`src/rtl/ipc_mbox_pkg.sv`:
```
package ipc_mbox_pkg;
  localparam int unsigned DW = 32;
  localparam logic [31:0] OFF_CMD  = 32'h00;
  localparam logic [31:0] OFF_STAT = 32'h04;
  localparam logic [31:0] OFF_SPTR = 32'h08;
  localparam logic [31:0] OFF_DPTR = 32'h0C;
  localparam logic [31:0] WB_BASE  = 32'h80;

  typedef struct packed {
    logic [7:0] rsvd_hi;
    logic [7:0] code;
    logic [7:0] init_id;
    logic [3:0] cmd_id;
    logic [1:0] rsvd_lo;
    logic       err;
    logic       busy;
  } stat_t;
endpackage

```
`src/rtl/ipc_mbox_bank.sv`:
```
module ipc_mbox_bank #(
  parameter int unsigned NW = 4,
  parameter int unsigned DW = 32
) (
  input  logic                      clk_i,
  input  logic                      rst_ni,
  input  logic                      we_i,
  input  logic [$clog2(NW)-1:0]     widx_i,
  input  logic [DW-1:0]             wdata_i,
  output logic [NW-1:0][DW-1:0]     words_o
);
  for (genvar i = 0; i < NW; i++) begin : g_word
    always_ff @(posedge clk_i or negedge rst_ni) begin
      if (!rst_ni)                                   words_o[i] <= '0;
      else if (we_i && widx_i == ($clog2(NW))'(i))  words_o[i] <= wdata_i;
    end
  end

  AST_BANK_WRITE: assert property (@(posedge clk_i) disable iff (!rst_ni)
    we_i |=> words_o[$past(widx_i)] == $past(wdata_i));
endmodule

```
`src/rtl/ipc_mbox_seq.sv`:
```
module ipc_mbox_seq
  import ipc_mbox_pkg::*;
(
  input  logic        clk_i,
  input  logic        rst_ni,
  input  logic        cmd_wr_i,
  input  logic [31:0] cmd_i,
  input  logic [7:0]  id_i,
  input  logic        done_i,
  input  logic        err_i,
  input  logic [7:0]  code_i,
  output logic        irq_o,
  output logic [31:0] cmd_o,
  output stat_t       stat_o
);
  logic       busy_q, err_q, irq_q;
  logic [7:0] code_q, init_q;
  logic [31:0] cmd_q;
  logic accept, finish;

  assign accept = cmd_wr_i & ~busy_q;
  assign finish = done_i & busy_q;

  always_ff @(posedge clk_i or negedge rst_ni) begin
    if (!rst_ni) begin
      busy_q <= 1'b0;
      err_q  <= 1'b0;
      code_q <= '0;
      init_q <= '0;
      cmd_q  <= '0;
      irq_q  <= 1'b0;
    end else begin
      irq_q <= accept;
      if (accept) begin
        busy_q <= 1'b1;
        cmd_q  <= cmd_i;
        init_q <= id_i;
        err_q  <= 1'b0;
        code_q <= '0;
      end else if (finish) begin
        busy_q <= 1'b0;
        err_q  <= err_i;
        code_q <= code_i;
      end
    end
  end

  assign irq_o = irq_q;
  assign cmd_o = cmd_q;
  always_comb begin
    stat_o         = '0;
    stat_o.busy    = busy_q;
    stat_o.err     = err_q;
    stat_o.cmd_id  = cmd_q[15:12];
    stat_o.init_id = init_q;
    stat_o.code    = code_q;
  end

  AST_BUSY_ON_CMD: assert property (@(posedge clk_i) disable iff (!rst_ni)
    (cmd_wr_i && !busy_q) |=> busy_q && irq_o);
  AST_IRQ_PULSE: assert property (@(posedge clk_i) disable iff (!rst_ni)
    irq_o |=> !irq_o);
  AST_NO_REARM: assert property (@(posedge clk_i) disable iff (!rst_ni)
    (cmd_wr_i && busy_q) |=> !irq_o && $stable(cmd_q));
  AST_DONE_CLEARS: assert property (@(posedge clk_i) disable iff (!rst_ni)
    (done_i && busy_q) |=> !busy_q && err_q == $past(err_i) && code_q == $past(code_i));
  AST_IDLE_DONE: assert property (@(posedge clk_i) disable iff (!rst_ni)
    (done_i && !busy_q && !cmd_wr_i) |=> $stable(stat_o));
  AST_ERR_CLEAR: assert property (@(posedge clk_i) disable iff (!rst_ni)
    (cmd_wr_i && !busy_q) |=> !err_q && code_q == 8'h00);
endmodule

```
`src/rtl/ipc_mbox.sv`:
```
module ipc_mbox
  import ipc_mbox_pkg::*;
#(
  parameter int unsigned AW = 8,
  parameter int unsigned NW = 4
) (
  input  logic                  clk_i,
  input  logic                  rst_ni,
  input  logic                  host_wr_i,
  input  logic [AW-1:0]         host_addr_i,
  input  logic [31:0]           host_wdata_i,
  input  logic [3:0]            host_be_i,
  input  logic [7:0]            host_id_i,
  output logic [31:0]           host_rdata_o,
  output logic                  ctl_irq_o,
  output logic [31:0]           ctl_cmd_o,
  output logic [31:0]           ctl_sptr_o,
  output logic [31:0]           ctl_dptr_o,
  input  logic [$clog2(NW)-1:0] ctl_wbuf_idx_i,
  output logic [31:0]           ctl_wbuf_data_o,
  input  logic                  ctl_rbuf_we_i,
  input  logic [$clog2(NW)-1:0] ctl_rbuf_idx_i,
  input  logic [31:0]           ctl_rbuf_data_i,
  input  logic                  ctl_done_i,
  input  logic                  ctl_err_i,
  input  logic [7:0]            ctl_err_code_i
);
  localparam int unsigned IW = $clog2(NW);
  localparam logic [31:0] RB_BASE = WB_BASE + 32'(4 * NW);
  localparam logic [31:0] RB_END  = RB_BASE + 32'(4 * NW);

  logic [31:0] addr;
  logic        full_be, aligned;
  logic        hit_cmd, hit_stat, hit_sptr, hit_dptr, hit_wb, hit_rb;
  logic [IW-1:0] host_wb_idx, host_rb_idx;
  logic [31:0] sptr_q, dptr_q;
  logic [NW-1:0][DW-1:0] wb_words, rb_words;
  stat_t       stat;

  assign addr     = 32'(host_addr_i);
  assign full_be  = &host_be_i;
  assign aligned  = addr[1:0] == 2'b00;
  assign hit_cmd  = addr == OFF_CMD;
  assign hit_stat = addr == OFF_STAT;
  assign hit_sptr = addr == OFF_SPTR;
  assign hit_dptr = addr == OFF_DPTR;
  assign hit_wb   = aligned && addr >= WB_BASE && addr < RB_BASE;
  assign hit_rb   = aligned && addr >= RB_BASE && addr < RB_END;
  assign host_wb_idx = IW'((addr - WB_BASE) >> 2);
  assign host_rb_idx = IW'((addr - RB_BASE) >> 2);

  always_ff @(posedge clk_i or negedge rst_ni) begin
    if (!rst_ni) begin
      sptr_q <= '0;
      dptr_q <= '0;
    end else if (host_wr_i && full_be) begin
      if (hit_sptr) sptr_q <= host_wdata_i;
      if (hit_dptr) dptr_q <= host_wdata_i;
    end
  end

  ipc_mbox_seq u_seq (
    .clk_i    (clk_i),
    .rst_ni   (rst_ni),
    .cmd_wr_i (host_wr_i && hit_cmd),
    .cmd_i    (host_wdata_i),
    .id_i     (host_id_i),
    .done_i   (ctl_done_i),
    .err_i    (ctl_err_i),
    .code_i   (ctl_err_code_i),
    .irq_o    (ctl_irq_o),
    .cmd_o    (ctl_cmd_o),
    .stat_o   (stat)
  );

  ipc_mbox_bank #(.NW(NW), .DW(DW)) u_wbuf (
    .clk_i   (clk_i),
    .rst_ni  (rst_ni),
    .we_i    (host_wr_i && hit_wb && full_be),
    .widx_i  (host_wb_idx),
    .wdata_i (host_wdata_i),
    .words_o (wb_words)
  );

  ipc_mbox_bank #(.NW(NW), .DW(DW)) u_rbuf (
    .clk_i   (clk_i),
    .rst_ni  (rst_ni),
    .we_i    (ctl_rbuf_we_i),
    .widx_i  (ctl_rbuf_idx_i),
    .wdata_i (ctl_rbuf_data_i),
    .words_o (rb_words)
  );

  assign ctl_wbuf_data_o = wb_words[ctl_wbuf_idx_i];
  assign ctl_sptr_o      = sptr_q;
  assign ctl_dptr_o      = dptr_q;

  always_comb begin
    host_rdata_o = '0;
    if (hit_stat)      host_rdata_o = stat;
    else if (hit_sptr) host_rdata_o = sptr_q;
    else if (hit_dptr) host_rdata_o = dptr_q;
    else if (hit_wb)   host_rdata_o = wb_words[host_wb_idx];
    else if (hit_rb)   host_rdata_o = rb_words[host_rb_idx];
  end

  AST_PTR_PARTIAL: assert property (@(posedge clk_i) disable iff (!rst_ni)
    (host_wr_i && !full_be) |=> $stable(sptr_q) && $stable(dptr_q));
  AST_WB_PARTIAL: assert property (@(posedge clk_i) disable iff (!rst_ni)
    (host_wr_i && hit_wb && !full_be) |=> $stable(wb_words));
  AST_RB_HOST_RO: assert property (@(posedge clk_i) disable iff (!rst_ni)
    (host_wr_i && !ctl_rbuf_we_i) |=> $stable(rb_words));
endmodule

```
`config.mk`:
```
export PLATFORM = sky130hd
export DESIGN_NAME = ipc_mbox
export DESIGN_NICKNAME = d
export VERILOG_FILES = /design/src/rtl/ipc_mbox_pkg.sv /design/src/rtl/ipc_mbox_bank.sv /design/src/rtl/ipc_mbox_seq.sv /design/src/rtl/ipc_mbox.sv
export SDC_FILE = /design/constraint.sdc
export NUM_CORES = 1
export LEC_CHECK = 0
export CORE_MARGIN = 1.5
export CORE_UTILIZATION = 50
export DETAILED_ROUTE_END_ITERATION = 8
export GPL_TIMING_DRIVEN = 0
export PLACE_DENSITY = 0.83
export SLEW_MARGIN = 40
export SYNTH_ARGS = -nofsm -noshare
export SYNTH_HDL_FRONTEND = slang
export SYNTH_HIERARCHICAL = 1
export SYNTH_SLANG_ARGS = --single-unit
```
`constraint.sdc`:
```
create_clock -name clk_i -period 2.1 [get_ports clk_i]
set_input_delay 0.42 -clock clk_i [delete_from_list [all_inputs] [get_ports clk_i]]
set_output_delay 0.42 -clock clk_i [all_outputs]
set_load 0.05 [all_outputs]
```
Word-level counts from Yosys, hierarchy flattened. Cells that the tools add are included.

Register bits after elaboration: 371. Input bits: 102. Output and inout bits: 161.

Add/sub/neg operators: 2. Magnitude comparators: 7. Eq/ne operators: 9. Mux-type cells: 17. Bitwise operators: 3. Reductions and logical operators: 24.

Operator list (count): $mux 32 (8); $bmux 32 s2 (3); $logic_not 32->1 (1); $eq 8x4->1 const B (2); $ge 8x8->1 const B (2); $logic_and 1x1->1 (16); $lt 8x8->1 const B (2); $mux 8 (2); $lt 2x3->1 const B (3); $eq 2x2->1 const B (4); $eq 8x3->1 const B (1); $sub 4x1->4 const B (2); $logic_not 2->1 (3); $eq 2x1->1 const B (2); $mux 1 (4); $reduce_and 2->1 (2); $reduce_and 4->1 (1); $and 1x1->1 (2); $reduce_bool 2->1 (1); $not 1->1 (1).

Depth between registers and ports, before layout. Gate-level depths: netlist of the first run.

Word-level depth: 8. Depth in mapped cells: 8. Depth with buffers taken out: 5.

By module. Netlist of the first run, hierarchy kept.

By module, submodules not included: ipc_mbox_bank (instances 2, cells an instance 272, area an instance 4744.6 sq um, seq. area each 3203.1 sq um); ipc_mbox (instances 1, cells an instance 423, area an instance 5993.2 sq um, seq. area each 1601.5 sq um); ipc_mbox_seq (instances 1, cells an instance 136, area an instance 2253.4 sq um, seq. area each 1276.2 sq um).

Least setup slack after synthesis of the first run. OpenSTA, ideal clock, no wires.

Kind: input to output. Start point: in host_addr_i[6]. End point: out host_rdata_o[0]. Arrival: 2163 ps. Data required time: 1680 ps. Path slack: -483 ps. Cell stages on the path: 4. Buffers on the path: 0. Cells stage by stage: or3_4 nor4b_4 o21ai_0 a22oi_1.

Longest elaborated chain between the ends: 8. Elaborated cells between the ends (all ways): 16.

RTL lines: start: declaration (RTL line ipc_mbox.sv:10) `input logic [AW-1:0] host_addr_i,`; $ge 8x8->1 (RTL line ipc_mbox.sv:48) `assign hit_rb = aligned && addr >= RB_BASE && addr < RB_END;`; $logic_and 1x1->1 (2 in series) (RTL line ipc_mbox.sv:48); $mux 32 (RTL line ipc_mbox.sv:104) `else if (hit_rb) host_rdata_o = rb_words[host_rb_idx];`; $mux 32 (RTL line ipc_mbox.sv:103) `else if (hit_wb) host_rdata_o = wb_words[host_wb_idx];`; $mux 32 (RTL line ipc_mbox.sv:102) `else if (hit_dptr) host_rdata_o = dptr_q;`; $mux 32 (RTL line ipc_mbox.sv:101) `else if (hit_sptr) host_rdata_o = sptr_q;`; $mux 32 (*) (RTL line ipc_mbox.sv:100) `if (hit_stat) host_rdata_o = stat;`; end: declaration (RTL line ipc_mbox.sv:14) `output logic [31:0] host_rdata_o,`.

Every way passes the cells marked *; elsewhere a longest branch is shown, timed or not.

Final worst setup path of the first run.
Start point: in host_addr_i[1]. End point: out host_rdata_o[31].

Longest elaborated chain between the ends: 8. Elaborated cells between the ends (all ways): 23.

RTL lines (RTL line): $sub 4x1->4, or another cell as far along (ipc_mbox.sv:49, ipc_mbox.sv:50); $bmux 32 s2 / $logic_and 1x1->1 (equally long branches) (ipc_mbox.sv:104, ipc_mbox.sv:48); $mux 32 (not written as such) / $logic_and 1x1->1 (equally long branches) (ipc_mbox.sv:104, ipc_mbox.sv:48); $mux 32 (ipc_mbox.sv:104); $mux 32 (ipc_mbox.sv:103); $mux 32 (ipc_mbox.sv:102); $mux 32 (ipc_mbox.sv:101); $mux 32 (*) (ipc_mbox.sv:100).

Every way passes the cells marked *; elsewhere a longest branch is shown, timed or not. The select of a mux whose other input is x is not followed.

==> metrics.md, run 1 <==
| Metric | Value |
|---|---|
| Data required, critical path | `1.68 ns` |
| Int Pwr | `13.1 mW` |
| Vias in the first global route | `about 13000` |
| Post-Place Setup Slack | `-1.78 ns` |
| Clk root buf | `clkbuf_16` |
| Starting DRT DRC Count | `953` |
| Clk pin slew, worst setup/hold paths | `approximately 0.06 ns` |
| Psw | `4.38 mW` |
| Crit path capture type | `output port` |
| Mapped Cells | `~1100` |
| Max transition margin | `59.0%` |
| GRT Util Overall | `30.1%` |
| Drt wl/cell | `28.6 um` |
| Placed cells | `between 1500 and 2000` |
| Ys flop type | `dfrtp_1` |
| Core Box Area | `approximately 35000 sq um` |
| Initial antenna violation count | `4` |
| Grt ovf | `0` |
| Number of synthesized flops with an enable pin | `0` |
| CP Launch Type | `primary input` |
| DR DRC count | `0` |
| Status | `finished, violations left` |
| Post-synth top area cell | `dfrtp_1` |
| First-pass GRT wire length | `80900 um` |
| FP Rows | `68` |
| Worst-margin pin slew | `roughly 0.61 ns` |
| Library cells used by synthesis | `37` |
| Max VDD drop | `0.544 mV` |
| Multi-input logic area | `8170 sq um` |
| Pin count of the biggest net entering global routing | `78` |
| Fillers | `2349` |
| Failing checks | `setup timing` |
| Synth Register Bits | `371` |
| Boundary Pins | `263` |
| Achievable Freq | `399 MHz` |
| Max-cap check violation count | `0` |
| Sw Ratio | `25.0%` |
| Initial core utilization | `51.1%` |
| Setup tns final | `-20.61 ns` |
| Post-synthesis sequential area ratio | `approximately 52%` |
| Logic gate share of total power | `14.0%` |
| Worst Path Arrival | `2.09 ns` |
| RSZ-0062 raised after global routing | `true` |
| Post-route ant nets | `0` |
| Pre-Repair DR Iteration Count | `5` |
| Pins Over Slew Limit | `0` |
| Register area | `9290 sq um` |
| Final non-filler cell total | `1947` |
| Sequential Power Share | `46.1%` |
| Final hold slack | `0.316 ns` |
| Hold Crit Class | `in2reg` |
| Core Util, Final | `67.9%` |
| Post-route setup slack | `-0.406 ns` |
| CTS Buf Count | `40` |
| Clock Sinks | `371` |
| Final Hold Viols | `0` |
| Chip width | `191 um` |
| Synth-to-Final Area Change | `32.9%` |
| H-Tree Level Count | `2` |
| DR vias/cell | `6.25` |
| Die ar. | `approximately 37000 sq um` |
| Port Buffers | `260` |
| Clk pwr share | `39.8%` |
| Nets@finish | `1564` |
| Post-Syn Area | `17700 sq um` |
| CTS max path bufs | `3` |
| Layout cell share with drive strength beyond 1 | `55.9%` |
| Final wirelength | `55700 um` |
| Power Density | `744 nW/um^2` |
| Die Height | `between 150 and 200 um` |
| Crit-path max FO | `5` |
| Top post-synthesis cells by area | `dfrtp_1, mux2_2, mux4_2` |
| Period utilisation layout | `119%` |
| Avg Synthesized Cell Area | `16.1 sq um` |
| CTS tree | `done` |
| Reg-to-reg slack, setup | `0.71 ns` |
| RD Place Congestion | `0.859` |
| Hpwl dp | `36800 um` |
| Max Clock Skew | `0.00786 ns` |
| Area share of the largest cell type after synthesis | `52.3%` |
| Worst skew pair latency | `around 0.52 ns` |
| CP Class | `in2out` |
| Leak Pwr | `11.2 nW` |
| Synth async-reset ratio | `100%` |
| Tmin final | `roughly 2.5 ns` |
| Vias | `12161` |
| Final setup violation count | `76` |
| Synth warn | `6` |
==> cells in the mapped netlist (8+ instances only) <==
| library cell | number |
|---|---|
| mux2_1 | 8 |
| dfrtp_1 | 371 |
| a22o_1 | 10 |
| a22oi_2 | 10 |
| o22ai_1 | 19 |
| a22oi_1 | 40 |
| o21ai_1 | 9 |
| clkbuf_1 | 13 |
| buf_6 | 14 |
| o21ai_0 | 9 |
| mux2_2 | 334 |
| buf_4 | 24 |
| mux2_4 | 39 |
| nor2_1 | 17 |
| a221o_1 | 12 |
| buf_2 | 38 |
| mux4_2 | 96 |
==> kinds of logic (layout without fill, tap and decap cells) <==
family | count (synthesis) | after routing | share of synthesized area, %
AOI/OAI and AO/OA | 113 | 113 | 4.91
buffers and inverters | 97 | 474 | 3.76
DFF | 371 | 371 | 52.3
muxes | 477 | 477 | 37.2
other | 1 | 13 | 0.0211
and+or+nand+nor | 44 | 44 | 1.76
==> power by group through the flow <==
stage / logic (mW) / registers [mW] / clock network [mW]
floorplan: 1.24 / 8.20 / 0
global placement: 2.18 / 8.17 / 0
detailed placement: 2.28 / 8.19 / 0
CTS: 2.43 / 8.07 / 7.05
global route: 2.59 / 8.15 / 7.40
finish: 2.46 / 8.09 / 6.98
==> through the flow <==
stage	power [mW]	instance area, sq um
after floorplan	9.43	17900
after global placement	10.3	21100
after detailed placement	10.5	21200
after CTS	17.5	23200
after global routing	18.1	23600
final	17.5	23600
==> final cells by class <==
type	instances	area share, %
antenna	3	0.0319
timing repair buffer	311	13.7
sequential	371	39.4
clock buffer	60	5.04
buffer	94	4.33
tap	455	2.42
clock inverter	9	0.451
multi-input combinational	644	34.7
==> critical path, cell delays in order <==
cell and delay [ns]:
buf_6 0.10, or3_4 0.41, buf_4 0.16, nor4_4 0.33
buf_2 0.33, a22oi_2 0.15, buf_6 0.18
==> layout by cell type, fill, tap and decap left out, types with 4 or more instances in the layout <==
| master | synthesis | layout |
|---|---|---|
| buf_8 | 0 | 21 |
| buf_4 | 24 | 53 |
| a22o_1 | 10 | 10 |
| mux2_4 | 39 | 48 |
| buf_12 | 0 | 18 |
| buf_2 | 38 | 37 |
| clkinv_2 | 0 | 4 |
| o22ai_1 | 19 | 19 |
| o21ai_2 | 1 | 9 |
| buf_6 | 14 | 53 |
| mux2_1 | 8 | 8 |
| clkbuf_16 | 0 | 45 |
| conb_1 | 1 | 10 |
| a22oi_2 | 10 | 48 |
| clkbuf_8 | 6 | 20 |
| clkbuf_4 | 0 | 4 |
| nor2_1 | 17 | 14 |
| mux4_2 | 96 | 96 |
| clkdlybuf4s50_1 | 0 | 89 |
| clkbuf_1 | 13 | 11 |
| a221o_2 | 0 | 12 |
| dfrtp_1 | 371 | 370 |
| buf_16 | 0 | 11 |
| o21ai_1 | 9 | 8 |
| nand3b_1 | 4 | 4 |
| dlygate4sd2_1 | 0 | 99 |
| mux2_2 | 334 | 325 |
==> state kept, by name (all words and copies together) (netlist names), 8 cells and up <==
| register | cells |
|---|---|
| u_wbuf/words_o | 128 |
| ctl_dptr_o | 32 |
| u_seq/cmd_o | 32 |
| u_rbuf/words_o | 128 |
| u_seq/code_q | 8 |
| ctl_sptr_o | 32 |
| u_seq/init_q | 8 |
==> layer usage <==
metal  GRT usage, %  share of wire, %
met5              0             0.023
met4           13.7               4.7
met3           6.74               9.1
met2           48.5                48
met1           39.1                38
==> timing repair <==
item / in CTS / in global routing
buffers inserted: 20 / 12
cloned: 7 / 6
hold buffers: 1 / 0
pin swaps: 33 / 22
resized for setup: 671 / 67
setup endpoints to repair: 270 / 220
endpoints found under the hold margin: 35 / 0
==> final timing paths <==
path,end,depth (start not counted),start
max reg2reg,u_seq/cmd_o[29]$_DFFE_PN0P_,4,u_seq/busy_q$_DFFE_PN0P_
max,host_rdata_o[31],7,host_addr_i[1]
min in group asynchronous,u_seq/cmd_o[9]$_DFFE_PN0P_,2,rst_ni
max in group asynchronous,u_wbuf/words_o[124]$_DFFE_PN0P_,5,rst_ni
min reg2reg,u_rbuf/words_o[5]$_DFFE_PN0P_,1,u_rbuf/words_o[5]$_DFFE_PN0P_
min,u_seq/busy_q$_DFFE_PN0P_,2,ctl_done_i
Note: power is estimated with default switching activity, not from simulation.
==> run 2: changes to the inputs <==
--- a/config.mk
+++ b/config.mk
@@ -10,6 +10,8 @@
 export DETAILED_ROUTE_END_ITERATION = 8
 export GPL_TIMING_DRIVEN = 0
 export PLACE_DENSITY = 0.83
+export SETUP_SLACK_MARGIN = 0.4
+export SKIP_LAST_GASP = 1
 export SLEW_MARGIN = 40
 export SYNTH_ARGS = -nofsm -noshare
 export SYNTH_HDL_FRONTEND = slang
==> metrics.md, run 2 (synthesis results as in run 1) <==
| Metric | Value |
|---|---|
| Nets@finish | `1597 (+2.1%)` |
| Reg2reg end | `u_seq/cmd_o[30]$_DFFE_PN0P_` |
| Die ar. | `36600 sq um (unchanged)` |
| DR vias/cell | `6.40 (+2.5%)` |
| Hpwl dp | `36400 um (-1.1%)` |
| CP startpoint | `u_wbuf/words_o[82]$_DFFE_PN0P_` |
| Post-route ant nets | `0 (unchanged)` |
| Drt wl/cell | `29.6 um (+3.6%)` |
| Worst hold stages | `2 (unchanged)` |
| Worst path slowest cell | `mux4_2` |
| RD Place Congestion | `0.826 (-3.8%)` |
| Crit path cell chain | `mux4_2 -> a22oi_2 -> a22oi_2 -> buf_2` |
| Critical path capture point | `host_rdata_o[18]` |
| Register area | `9280 sq um (about the same)` |
| DR DRC count | `0 (unchanged)` |
| Final wirelength | `58700 um (+5.5%)` |
| H-Tree Level Count | `2 (unchanged)` |
| Pins Over Slew Limit | `0 (unchanged)` |
| Worst skew pair latency | `0.53 ns (about the same)` |
| Max VDD drop | `0.573 mV (+5.2%)` |
| WP buf/inv | `1 (-3)` |
| CTS max path bufs | `3 (unchanged)` |
| Clock Sinks | `371 (unchanged)` |
| Worst Path Arrival | `2.15 ns (+0.06 ns)` |
| FP Rows | `68 (unchanged)` |
| Final Hold Viols | `0 (unchanged)` |
| Failing checks | `setup timing` |
| CP Class | `reg2out` |
| Most used cell, CP | `a22oi_2` |
| Max Clock Skew | `0.00679 ns (-0.00108 ns)` |
| CTS Buf Count | `41 (+2.5%)` |
| Starting DRT DRC Count | `1177 (+24%)` |
| Status | `finished, violations left` |
| Final setup violation count | `76 (unchanged)` |
| CP delay by family, top | `multiplexers` |
| Power Density | `735 nW/um^2 (-1.1%)` |
| Setup tns final | `-18.06 ns (+2.55 ns)` |
| Clk pin slew, worst setup/hold paths | `0.06 ns (about the same)` |
| Grt ovf | `0 (unchanged)` |
| Boundary Pins | `263 (unchanged)` |
| Period utilisation layout | `122% (+3.0 points)` |
| Commonest non-fill, non-tap cells in the layout | `dfrtp_1, mux2_2, mux4_2` |
| Port Buffers | `260 (unchanged)` |
| Leak Pwr | `11.3 nW (+1.1%)` |
| Fillers | `2142 (-8.8%)` |
| CP Launch Type | `flip-flop` |
| Max transition margin | `60.7% (+1.7 points)` |
| Layout cell share with drive strength beyond 1 | `64.0% (+8.1 points)` |
| Initial core utilization | `51.1% (unchanged)` |
| Achievable Freq | `389 MHz (-2.4%)` |
| Clk root buf | `clkbuf_16` |
| Synth-to-Final Area Change | `38.2%` |
| CP max stage delay | `0.52 ns (+0.11 ns)` |
| Die Height | `191 um (unchanged)` |
| Vias | `12692 (+4.4%)` |
| R2R cell count | `5 (+1)` |
| Vias in the first global route | `12829 (+0.30%)` |
| Multi-input logic area | `8320 sq um (+1.8%)` |
| Chip width | `191 um (unchanged)` |
| CTS tree | `done` |
| Crit path capture type | `output port` |
| Worst r2r src | `u_seq/busy_q$_DFFE_PN0P_` |
| Core Box Area | `34700 sq um (unchanged)` |
| WP depth | `4 (-3)` |
| Pre-Repair DR Iteration Count | `5 (unchanged)` |
| Worst-margin pin slew | `0.590 ns (-0.0242 ns)` |
| Initial antenna violation count | `5 (+1)` |
| Post-route setup slack | `-0.468 ns (-0.0621 ns)` |
| GRT Util Overall | `30.4% (+0.29 points)` |
| RSZ-0062 raised after global routing | `true` |
| Biggest regs | `u_rbuf/words_o: 128 flops, u_wbuf/words_o: 128 flops` |
| Hold Crit Class | `in2reg` |
| Reg-to-reg slack, setup | `0.58 ns (-0.13 ns)` |
| Tmin final | `2.57 ns (+0.0621 ns)` |
| Commonest non-fill, non-tap cell in the layout | `dfrtp_1` |
| Pin count of the biggest net entering global routing | `82 (+5.1%)` |
| Max-cap check violation count | `0 (unchanged)` |
| Crit-path max FO | `3 (-2)` |
| Data required, critical path | `1.68 ns (about the same)` |
| First-pass GRT wire length | `81900 um (+1.2%)` |
| Overall Power | `18.0 mW (+2.8%)` |
[run 2: changes by cell type in the layout (fill, tap and decap cells not counted), moves of 8 or more]
cell             previous run  this run
buf_12                     18        45
buf_2                      37        82
buf_6                      53        71
clkbuf_16                  45        54
clkdlybuf4s15_2             1        30
clkinv_2                    4        12
dlygate4sd2_1              99         5
mux2_2                    325       294
mux2_4                     48        81
[run 2: worst register-to-register path, stage by stage, from the launching register on]
cell and delay (ns):
dfrtp_1 0.46, nor2b_4 0.18, buf_12 0.18, buf_12 0.13, buf_12 0.14, mux2_4 0.31
[run 2: how the worst min path moves through the flow]
stage	from	to	slack [ns]
floorplan	rst_ni	ctl_dptr_o[0]$_DFFE_PN0P_	0.12
global placement	u_rbuf/words_o[5]$_DFFE_PN0P_	u_rbuf/words_o[5]$_DFFE_PN0P_	0.46
detailed placement	rst_ni	u_seq/irq_o$_DFF_PN0_	0.31
CTS	ctl_done_i	u_seq/busy_q$_DFFE_PN0P_	0.27
global route	ctl_done_i	u_seq/busy_q$_DFFE_PN0P_	0.31
finish	ctl_done_i	u_seq/busy_q$_DFFE_PN0P_	0.30
[run 2: area by class of cell]
cell class / instances / share of cell area [%]
Buffer: 97 / 4.83
Clock buffer: 57 / 4.97
Tap cell: 455 / 2.32
Multi-Input combinational cell: 644 / 34.0
Antenna cell: 2 / 0.0204
Sequential cell: 371 / 37.9
Timing Repair Buffer: 340 / 15.3
Clock inverter: 17 / 0.684
[run 2: power by group]
part           leakage, nW  internal [mW]  total, mW  switching, mW
clock                0.699           4.43       7.40           2.97
combinational         5.68           1.31       2.53           1.23
sequential            4.89           7.74       8.09          0.350
total                 11.3           13.5       18.0           4.55
[run 2: metal layers]
layer	GRT usage (%)	wire length (um)	vias to the layer above
met1	40.7	22100	6617
met5	0	36	-
met3	6.08	5350	227
li1	-	-	5027
met2	48.4	28000	815
met4	13.2	3250	6
[run 2: repair_timing]
item,in CTS,in global routing
cloned,13,10
setup buffers,30,21
resized for setup,1064,66
pin swaps,42,26
hold endpoints to repair,24,0
setup endpoints to repair,404,321
hold buffers,1,0
[run 2: per-stage QoR]
stage	utilization (%)	setup WS [ns]	hold slack (ns)	std cells	instance area, sq um
after floorplan	-	-0.271	0.124	1112	18100
after global placement	61.4	-15.16	0.464	1827	21300
after detailed placement	61.8	-1.94	0.307	1832	21500
after CTS	68.8	-0.410	0.270	1950	23900
after global routing	70.6	-0.491	0.313	1982	24500
final	70.6	-0.468	0.296	1983	24500
==> run 3: changes to the inputs <==
--- a/config.mk
+++ b/config.mk
@@ -7,13 +7,13 @@
 export LEC_CHECK = 0
 export CORE_MARGIN = 1.5
 export CORE_UTILIZATION = 50
+export CTS_BUF_LIST = sky130_fd_sc_hd__clkbuf_4
 export DETAILED_ROUTE_END_ITERATION = 8
 export GPL_TIMING_DRIVEN = 0
-export PLACE_DENSITY = 0.83
+export PLACE_DENSITY = 0.81
 export SETUP_SLACK_MARGIN = 0.4
 export SKIP_LAST_GASP = 1
 export SLEW_MARGIN = 40
 export SYNTH_ARGS = -nofsm -noshare
 export SYNTH_HDL_FRONTEND = slang
-export SYNTH_HIERARCHICAL = 1
 export SYNTH_SLANG_ARGS = --single-unit
==> constraint.sdc (replaced) <==
create_clock -name clk_i -period 3.2 [get_ports clk_i]
set_input_delay 0.64 -clock clk_i [delete_from_list [all_inputs] [get_ports clk_i]]
set_output_delay 0.64 -clock clk_i [all_outputs]
set_load 0.05 [all_outputs]
==> metrics.md, run 3 <==
| Metric | Value |
|---|---|
| Pre-Repair DR Iteration Count | `7 (+2)` |
| Starting DRT DRC Count | `927 (-21%)` |
| Max VDD drop | `0.277 mV (-52%)` |
| Hold Crit Class | `in2async` |
| WP buf/inv | `1 (unchanged)` |
| CP Launch Type | `flip-flop` |
| Pin count of the biggest net entering global routing | `77 (-6.1%)` |
| Clk pin slew, worst setup/hold paths | `0.08 ns (+0.02 ns)` |
| Worst skew pair latency | `0.77 ns (+0.24 ns)` |
| Most frequent cell after synthesis | `dfrtp_1` |
| Syn Nets | `roughly 1200` |
| Synth top cells by count | `dfrtp_1, mux2_2, mux4_2` |
| Chip width | `189 um (-1.2%)` |
| Register area | `9280 sq um (unchanged)` |
| CP delay by family, top | `compound AO/OA/AOI/OAI gates` |
| Failing checks | `setup timing` |
| Die ar. | `35700 sq um (-2.4%)` |
| Synth Register Bits | `371 (unchanged)` |
| Biggest regs | `u_rbuf.words_o: 128 flops, u_wbuf.words_o: 128 flops` |
| RD Place Congestion | `0.875 (+6.0%)` |
| CP Class | `reg2out` |
| Mapped Cells | `1114 (+1.0%)` |
| CTS tree | `done` |
| DR vias/cell | `5.98 (-6.6%)` |
| Max-cap check violation count | `0 (unchanged)` |
| Nets@finish | `1614 (+1.1%)` |
| DR DRC count | `0 (unchanged)` |
| Vias | `12117 (-4.5%)` |
| Overall Power | `10.8 mW (-40%)` |
| Boundary Pins | `263 (unchanged)` |
| Post-place instance area | `20900 sq um (-2.6%)` |
| Synth warn | `0 (-6)` |
| Library cells used by synthesis | `31 (-16%)` |
| Commonest non-fill, non-tap cells in the layout | `dfrtp_1, mux2_2, clkdlybuf4s50_1` |
| CTS max path bufs | `3 (unchanged)` |
| Clock Sinks | `371 (unchanged)` |
| Initial core utilization | `51.2% (+0.14 points)` |
| Post-Syn Area | `17300 sq um (-2.4%)` |
| Crit path capture type | `output port` |
| Port Buffers | `260 (unchanged)` |
| Hpwl dp | `34900 um (-4.1%)` |
| CP max stage delay | `0.63 ns (+0.11 ns)` |
| Max Clock Skew | `0.0816 ns (+0.0748 ns)` |
| Post-route setup slack | `-0.0187 ns (+0.449 ns)` |
| Post-route ant nets | `0 (unchanged)` |
| Multi-input logic area | `8040 sq um (-3.4%)` |
| Power Density | `470 nW/um^2 (-36%)` |
| Die Height | `189 um (-1.2%)` |
| Final Hold Viols | `0 (unchanged)` |
| Layout cell share with drive strength beyond 1 | `52.9% (-11 points)` |
| Period utilisation layout | `101%` |
| Pins Over Slew Limit | `0 (unchanged)` |
| Clk root buf | `clkbuf_4` |
| Vias in the first global route | `12823 (-0.047%)` |
| Finished layout cell area | `23100 sq um (-5.9%)` |
| Avg Synthesized Cell Area | `15.5 sq um (-3.4%)` |
| Crit-path max FO | `2 (-1)` |
| Grt ovf | `0 (unchanged)` |
| GRT Util Overall | `29.3% (-1.1 points)` |
| Max transition margin | `43.3% (-17 points)` |
| Worst path slowest cell | `a222oi_1` |
| Status | `finished, violations left` |
| Drt wl/cell | `25.6 um (-14%)` |
| Fillers | `2321 (+8.4%)` |
| Post-synthesis sequential area ratio | `53.6% (+1.3 points)` |
| Final wirelength | `51900 um (-12%)` |
| Area share of the largest cell type after synthesis | `53.6% (+1.3 points)` |
| Crit path cell chain | `mux4_2 -> a222oi_1 -> nor3_4 -> buf_6` |
| Leak Pwr | `10.7 nW (-4.9%)` |
| Core Box Area | `33800 sq um (-2.7%)` |
| Worst Path Arrival | `2.58 ns (+0.43 ns)` |
| Tmin final | `3.22 ns` |
| Ys flop type | `dfrtp_1` |
| Achievable Freq | `311 MHz` |
| Initial antenna violation count | `1 (-4)` |
| RSZ-0062 raised after global routing | `true` |
| Synth async-reset ratio | `100% (unchanged)` |
| Data required, critical path | `2.56 ns (+0.88 ns)` |
| Number of synthesized flops with an enable pin | `0 (unchanged)` |
| FP Rows | `67 (-1.5%)` |
| Final setup violation count | `1 (-99%)` |
| Final hold slack | `0.288 ns (-0.00759 ns)` |
| Top post-synthesis cells by area | `dfrtp_1, mux2_2, mux4_2` |
| First-pass GRT wire length | `77700 um (-5.1%)` |
| Commonest non-fill, non-tap cell in the layout | `dfrtp_1` |
| Worst-margin pin slew | `0.850 ns (+0.260 ns)` |
| CTS Buf Count | `97 (+140%)` |
| H-Tree Level Count | `3 (+1)` |
| Synth-to-Final Area Change | `33.3%` |
| Post-synth top area cell | `dfrtp_1` |
[run 3: area by class of cell]
class | count | share of cell area [%]
diodes | 1 | 0.0108
plain buffers | 85 | 3.53
clock inverters | 15 | 0.434
clock buffers | 149 | 4.85
well taps | 448 | 2.43
flip-flops and latches | 371 | 40.2
repair buffers | 299 | 13.6
inverters | 2 | 0.0325
multi-input cells | 656 | 34.9
[run 3: cell families after synthesis]
group	share of synthesized area, %
flip-flops	53.6
multiplexers	38.2
AO/OA/AOI/OAI	3.34
AND/OR/NAND/NOR	2.47
buffers and inverters	2.31
[run 3: power by group]
| group | internal (mW) | switching [mW] | total, mW |
|---|---|---|---|
| clock | 2.18 | 1.96 | 4.14 |
| combinational | 0.745 | 0.732 | 1.48 |
| sequential | 5.04 | 0.180 | 5.22 |
| total | 7.97 | 2.87 | 10.8 |
[run 3: layer usage]
metal  vias to the layer above  share of wire, %  global-route usage (%)
met5                         -                 0                       0
met4                         0               5.3                    15.4
met3                       162               8.5                    7.53
met2                       613                47                    46.0
met1                      6274                39                    37.6
li1                       5068                 -                       -
[run 3: what timing repair did]
item	in CTS	in global routing
endpoints found under the hold margin	141	0
buffers inserted	19	5
pin swaps	33	32
resized for setup	436	41
cloned	7	1
endpoints found under the setup margin	68	41
hold buffers	1	0
[run 3: final timing paths]
kind                                            startpoint                              end  slack, ns  depth (start not counted)
min                                                 rst_ni      u_seq.cmd_o[24]$_DFFE_PN0P_       0.29                          2
min reg2reg                u_rbuf.words_o[107]$_DFFE_PN0P_  u_rbuf.words_o[107]$_DFFE_PN0P_       0.50                          1
max reg2reg                       u_seq.busy_q$_DFFE_PN0P_      u_seq.init_q[3]$_DFFE_PN0P_       1.17                          4
min in group clk_i                       ctl_err_code_i[5]      u_seq.code_q[5]$_DFFE_PN0P_       0.47                          3
max in group asynchronous                           rst_ni   u_rbuf.words_o[15]$_DFFE_PN0P_       1.69                          5
max                         u_wbuf.words_o[91]$_DFFE_PN0P_                 host_rdata_o[27]      -0.02                          4
[run 3: through the flow]
| stage | TNS (ns) | worst slack, ns | utilization [%] | cells |
|---|---|---|---|---|
| 4_1_cts | 0 | 0.145 | 68.0 | 2019 |
| 6_report | -0.0187 | -0.0187 | 68.3 | 2026 |
| 3_5_place_dp | -58.36 | -1.27 | 61.9 | 1828 |
| 3_3_place_gp | -5400.13 | -14.45 | 61.4 | 1822 |
| 5_1_grt | -0.0564 | -0.0564 | 68.3 | 2026 |
| 2_1_floorplan | 0 | 0.403 | - | 1114 |
